**config.mk**
```make
export PLATFORM = sky130hd
export DESIGN_NAME = tmr_flag_ctl
export DESIGN_NICKNAME = d
export VERILOG_FILES = /design/src/rtl/tmr_flag_pkg.sv /design/src/rtl/tmr_clr_dec.sv /design/src/rtl/tmr_wrap_det.sv /design/src/rtl/tmr_flag_bits.sv /design/src/rtl/tmr_flag_ctl.sv
export SDC_FILE = /design/constraint.sdc
export NUM_CORES = 1
export LEC_CHECK = 0
export BUFFER_PORTS_ARGS = -buffer_cell sky130_fd_sc_hd__buf_2
export CELL_PAD_IN_SITES_DETAIL_PLACEMENT = 1
export CELL_PAD_IN_SITES_GLOBAL_PLACEMENT = 1
export CORE_MARGIN = 10
export CORE_UTILIZATION = 31
export DETAILED_ROUTE_END_ITERATION = 10
export GPL_TIMING_DRIVEN = 0
export PLACE_DENSITY = 0.94
export SLEW_MARGIN = 20
export SYNTH_ARGS = -nofsm -noshare
export SYNTH_HDL_FRONTEND = slang
export SYNTH_SLANG_ARGS = --single-unit
```
**constraint.sdc**
```tcl
create_clock -name clk -period 1.7 [get_ports clk]
set_clock_uncertainty 0.05 [all_clocks]
set_input_delay 0.17 -clock clk [delete_from_list [all_inputs] [get_ports clk]]
set_output_delay 0.17 -clock clk [all_outputs]
set_load 0.02 [all_outputs]
```
**src/rtl/tmr_flag_pkg.sv**
```systemverilog
package tmr_flag_pkg;
  localparam int ADDR_W = 6;
  localparam int DATA_W = 8;
  localparam logic [ADDR_W-1:0] ADR_CNT_HI  = 6'h04;
  localparam logic [ADDR_W-1:0] ADR_FLG_CH  = 6'h0E;
  localparam logic [ADDR_W-1:0] ADR_FLG_OVF = 6'h0F;
  localparam logic [ADDR_W-1:0] ADR_CH_BASE = 6'h10;
endpackage

```
**src/rtl/tmr_clr_dec.sv**
```systemverilog
module tmr_clr_dec
  import tmr_flag_pkg::*;
#(
  parameter int NCH = 6
) (
  input  logic [ADDR_W-1:0] bus_addr,
  input  logic              bus_rd,
  input  logic              bus_wr,
  input  logic [NCH-1:0]    wr_mask,
  input  logic              wr_ovf_bit,
  input  logic [NCH-1:0]    chan_mode_oc,
  input  logic              tmr_en,
  input  logic              fast_clr,
  output logic [NCH-1:0]    chan_clr,
  output logic              ovf_clr
);
  logic [NCH-1:0] fast_hit;
  logic           sw_ch_wr;
  logic           sw_ovf_wr;
  logic           cnt_touch;

  // each channel owns a two-byte window; bit 0 of the offset picks the byte
  for (genvar i = 0; i < NCH; i++) begin : g_ch
    localparam logic [ADDR_W-1:0] WIN = ADR_CH_BASE + ADDR_W'(2 * i);
    logic in_win;
    assign in_win      = (bus_addr[ADDR_W-1:1] == WIN[ADDR_W-1:1]);
    assign fast_hit[i] = fast_clr && in_win &&
                         ((bus_rd && !chan_mode_oc[i]) || (bus_wr && chan_mode_oc[i]));
  end

  assign sw_ch_wr  = bus_wr && tmr_en && (bus_addr == ADR_FLG_CH);
  assign sw_ovf_wr = bus_wr && tmr_en && (bus_addr == ADR_FLG_OVF) && wr_ovf_bit;
  assign cnt_touch = fast_clr && (bus_rd || bus_wr) &&
                     (bus_addr[ADDR_W-1:1] == ADR_CNT_HI[ADDR_W-1:1]);

  assign chan_clr = ({NCH{sw_ch_wr}} & wr_mask) | fast_hit;
  assign ovf_clr  = sw_ovf_wr || cnt_touch;
endmodule

```
**src/rtl/tmr_wrap_det.sv**
```systemverilog
module tmr_wrap_det #(
  parameter int CNT_W = 16
) (
  input  logic             clk,
  input  logic             rst_n,
  input  logic [CNT_W-1:0] cnt_val,
  output logic             wrap
);
  logic [CNT_W-1:0] prev_q;

  always_ff @(posedge clk or negedge rst_n) begin
    if (!rst_n) prev_q <= '0;
    else        prev_q <= cnt_val;
  end

  assign wrap = (prev_q == {CNT_W{1'b1}}) && (cnt_val == '0);
endmodule

```
**src/rtl/tmr_flag_bits.sv**
```systemverilog
module tmr_flag_bits #(
  parameter int W = 6
) (
  input  logic         clk,
  input  logic         rst_n,
  input  logic [W-1:0] set,
  input  logic [W-1:0] clr,
  output logic [W-1:0] q
);
  for (genvar i = 0; i < W; i++) begin : g_bit
    always_ff @(posedge clk or negedge rst_n) begin
      if (!rst_n)      q[i] <= 1'b0;
      else if (set[i]) q[i] <= 1'b1;   // set has priority over clear
      else if (clr[i]) q[i] <= 1'b0;
    end
  end
endmodule

```
**src/rtl/tmr_flag_ctl.sv**
```systemverilog
module tmr_flag_ctl
  import tmr_flag_pkg::*;
#(
  parameter int NCH   = 6,
  parameter int CNT_W = 16
) (
  input  logic              clk,
  input  logic              rst_n,
  input  logic [ADDR_W-1:0] bus_addr,
  input  logic              bus_rd,
  input  logic              bus_wr,
  input  logic [DATA_W-1:0] bus_wdata,
  output logic [DATA_W-1:0] bus_rdata,
  input  logic [NCH-1:0]    chan_evt,
  input  logic [NCH-1:0]    chan_mode_oc,
  input  logic [CNT_W-1:0]  cnt_val,
  input  logic              tmr_en,
  input  logic              fast_clr,
  input  logic [NCH-1:0]    chan_ie,
  input  logic              ovf_ie,
  output logic [NCH-1:0]    chan_flag,
  output logic              ovf_flag,
  output logic [NCH-1:0]    chan_irq,
  output logic              ovf_irq
);
  logic [NCH-1:0] chan_clr;
  logic           ovf_clr;
  logic           wrap;
  logic           unused_wdata;

  assign unused_wdata = ^bus_wdata;

  tmr_clr_dec #(.NCH(NCH)) u_dec (
    .bus_addr    (bus_addr),
    .bus_rd      (bus_rd),
    .bus_wr      (bus_wr),
    .wr_mask     (bus_wdata[NCH-1:0]),
    .wr_ovf_bit  (bus_wdata[DATA_W-1]),
    .chan_mode_oc(chan_mode_oc),
    .tmr_en      (tmr_en),
    .fast_clr    (fast_clr),
    .chan_clr    (chan_clr),
    .ovf_clr     (ovf_clr)
  );

  tmr_wrap_det #(.CNT_W(CNT_W)) u_wrap (
    .clk    (clk),
    .rst_n  (rst_n),
    .cnt_val(cnt_val),
    .wrap   (wrap)
  );

  tmr_flag_bits #(.W(NCH)) u_chflags (
    .clk  (clk),
    .rst_n(rst_n),
    .set  (chan_evt),
    .clr  (chan_clr),
    .q    (chan_flag)
  );

  tmr_flag_bits #(.W(1)) u_ovflag (
    .clk  (clk),
    .rst_n(rst_n),
    .set  (wrap),
    .clr  (ovf_clr),
    .q    (ovf_flag)
  );

  always_comb begin
    bus_rdata = '0;
    if (bus_rd) begin
      if (bus_addr == ADR_FLG_CH)       bus_rdata[NCH-1:0]  = chan_flag;
      else if (bus_addr == ADR_FLG_OVF) bus_rdata[DATA_W-1] = ovf_flag;
    end
  end

  assign chan_irq = chan_flag & chan_ie;
  assign ovf_irq  = ovf_flag & ovf_ie;
endmodule

```
==> metrics.yaml <==
outcome:
  status: "finished, final reports clean"
drt:
  vias_per_cell: 4.87
  wl_per_cell_um: 16.8
  ant_nets: 0
  num_vias: 1188
  wirelength_um: 4100
  drc_errors: 0
  dr.pass1.iters: 4
  drt-initial-drc-count: 37
setup_path:
  worstPathArrival_ns: 1.35
  end_kind: "output port"
  cp_data_required_time_ns: 1.48
  r2r-start: "u_wrap.prev_q[5]"
  rr_worst_depth: 3
  rr_endpoint: "u_ovflag.q"
  rrSetupSlack_ns: 0.52
  start_kind: "primary input"
  worstSetupPathType: "primary input to output port"
  crit_path_max_fanout: 6
finish:
  drive_gt1_share_pct: 43.4
  final_common_cell: "buf_2"
  diodes: 0
  area_growth_pct: 61.5
  nFillCells: 399
  layout.nets: 254
  layout_common_cells: "buf_2, dfrtp_1, dlygate4sd3_1, and2_1, nor4_1"
clocking:
  cts_max_level: 1
  clkTransAtPathRegs_ns: 0.12
  cts_tree: "yes"
  cts_num_sinks: 23
  cts_setup_buffers: 0
  clk_path_buf_depth: 2
  clock_latency_ns: 0.30
  cts_root_buffer: "clkbuf_4"
  cts_made_buffers: 3
floorplan:
  die_height_um: 79.6
  core-area_mm2: 0.00339
  initial_core_util_pct: 32.5
  dieArea_mm2: 0.00634
  fp-row-count: 21
  io_pins: 77
  die_w_um: 79.6
sta:
  worst_pin_slew_ns: 0.515
  slew-limit-headroom_pct: 65.7
  finalHoldViolCount: 0
  min_period_over_period_pct: 92.3
  fin_ws_ns: 0.130
  min_period_ns: 1.57
  drv_slew: 0
  rsz0062_at_grt: "false"
  max_freq_mhz: 637
  setup_violations: 0
place:
  place_congestion: 0.749
  io_buffers: 73
  pre_cts_ws_ns: -0.0640
  place_hpwl_um: 3250
yosys:
  ys_seq_elements: 23
  ys_seq_area_share_pct: 52.2
  synth_edf_count: 0
  syn_avg_cell_area_um2: 11.1
  synth_flop_cell: "dfrtp_1"
  syn_inst: 99
  synth_fp_nets: 154
  synth_warnings: 0
  synthDistinctLibCells: 32
  async_reset_ff_share_pct: 100
  syn-cell-area_mm2: 0.00110
global_route:
  grt_usage_pct: 12.9
  grt_pass1_wl_um: 6660
  grt_pass1_vias: 1390
  grt_max_degree: 24
  antenna_found_initial: 0
  gr-total-overflow: 0
min_path:
  hp-start: "chan_evt[1]"
  holdCritPathClass: "primary input to register"
  hold_depth: 3
  min_to: "u_chflags.q[1]"
job:
  maxCapViolations: 0
power:
  p_leak_nw: 0.824
  irDropWorstVdd_v: 0.000437
  power.total_mw: 1.03
  p_per_area_mw_per_mm2: 578
worst max path at each step:
stage                      from           end  slack [ns]
floorplan            u_ovflag.q  bus_rdata[7]        0.31
global placement    bus_addr[3]  bus_rdata[4]       -0.03
detailed placement  bus_addr[3]  bus_rdata[5]       -0.06
CTS                 bus_addr[3]  bus_rdata[5]        0.11
global route        bus_addr[3]  bus_rdata[5]        0.05
finish              bus_addr[3]  bus_rdata[5]        0.13
registers in the layout (all words and copies together), names as in the netlist:
register	count
u_ovflag.q	1
u_wrap.prev_q	16
u_chflags.q	6
per-stage QoR:
step / setup TNS [ns] / hold WS [ns] / instances / utilization [%] / area [µm²]
2_1_floorplan: 0 / -0.176 / 99 / - / 1100
3_3_place_gp: -0.142 / 0.114 / 218 / 45.0 / 1530
3_5_place_dp: -0.249 / 0.125 / 218 / 45.0 / 1530
4_1_cts: 0 / 0.0654 / 244 / 52.5 / 1780
5_1_grt: 0 / 0.0663 / 244 / 52.5 / 1780
6_report: 0 / 0.0761 / 244 / 52.5 / 1780
metal layers:
| metal | up-vias | global-route usage (%) | wire (µm) |
|---|---|---|---|
| met4 | 0 | 2.69 | 30 |
| met5 | - | 0 | 0 |
| met2 | 51 | 24.4 | 2150 |
| met3 | 2 | 4.84 | 345 |
| li1 | 572 | - | - |
| met1 | 563 | 13.0 | 1580 |
kinds of logic (layout without fill, tap and decap cells):
family | Yosys count | in the layout | share of synthesized area [%]
other | 1 | 1 | 0.340
muxes | 6 | 6 | 5.68
buffers and inverters | 6 | 105 | 2.38
DFF | 23 | 23 | 52.2
AOI/OAI and AO/OA | 9 | 9 | 7.15
and+or+nand+nor | 54 | 54 | 32.2
synthesized netlist by cell type (2+ instances only):
cell / n / area [µm²]
dfrtp_1: 23 / 576
and2_1: 14 / 87.6
nor4_1: 9 / 56.3
nand4_1: 6 / 37.5
inv_1: 4 / 15.0
mux2i_1: 4 / 40.0
nor2_1: 4 / 15.0
nand2_1: 3 / 11.3
nand3_1: 3 / 15.0
a311oi_1: 2 / 17.5
a31o_2: 2 / 17.5
and4bb_2: 2 / 25.0
mux2_2: 2 / 22.5
nand2b_1: 2 / 12.5
nand4b_1: 2 / 17.5
power breakdown:
part / switching [mW] / total (mW) / internal (mW)
Clock: 0.156 / 0.248 / 0.0915
Sequential: 0.00690 / 0.574 / 0.567
Combinational: 0.0969 / 0.207 / 0.110
area by class of cell:
cell class	instances	area, µm²	area share [%]
buffer	2	11.3	0.632
timing repair buffer	95	586	32.9
clock buffer	4	26.3	1.48
tap	46	57.6	3.23
inverter	4	15.0	0.843
sequential	23	576	32.3
multi-input combinational	70	509	28.6
worst max-delay path, cell delays in order:
cell and delay, ns:
buf_2 0.12, or2b_1 0.29, nor4_4 0.40, and2_1 0.19, buf_2 0.17
timing repair:
item,4_1_cts,5_1_grt
endpoints found under the setup margin,6,0
resized for setup,1,0
hold buffers,22,0
endpoints found under the hold margin,44,0
(Power assumes the default switching activity.)
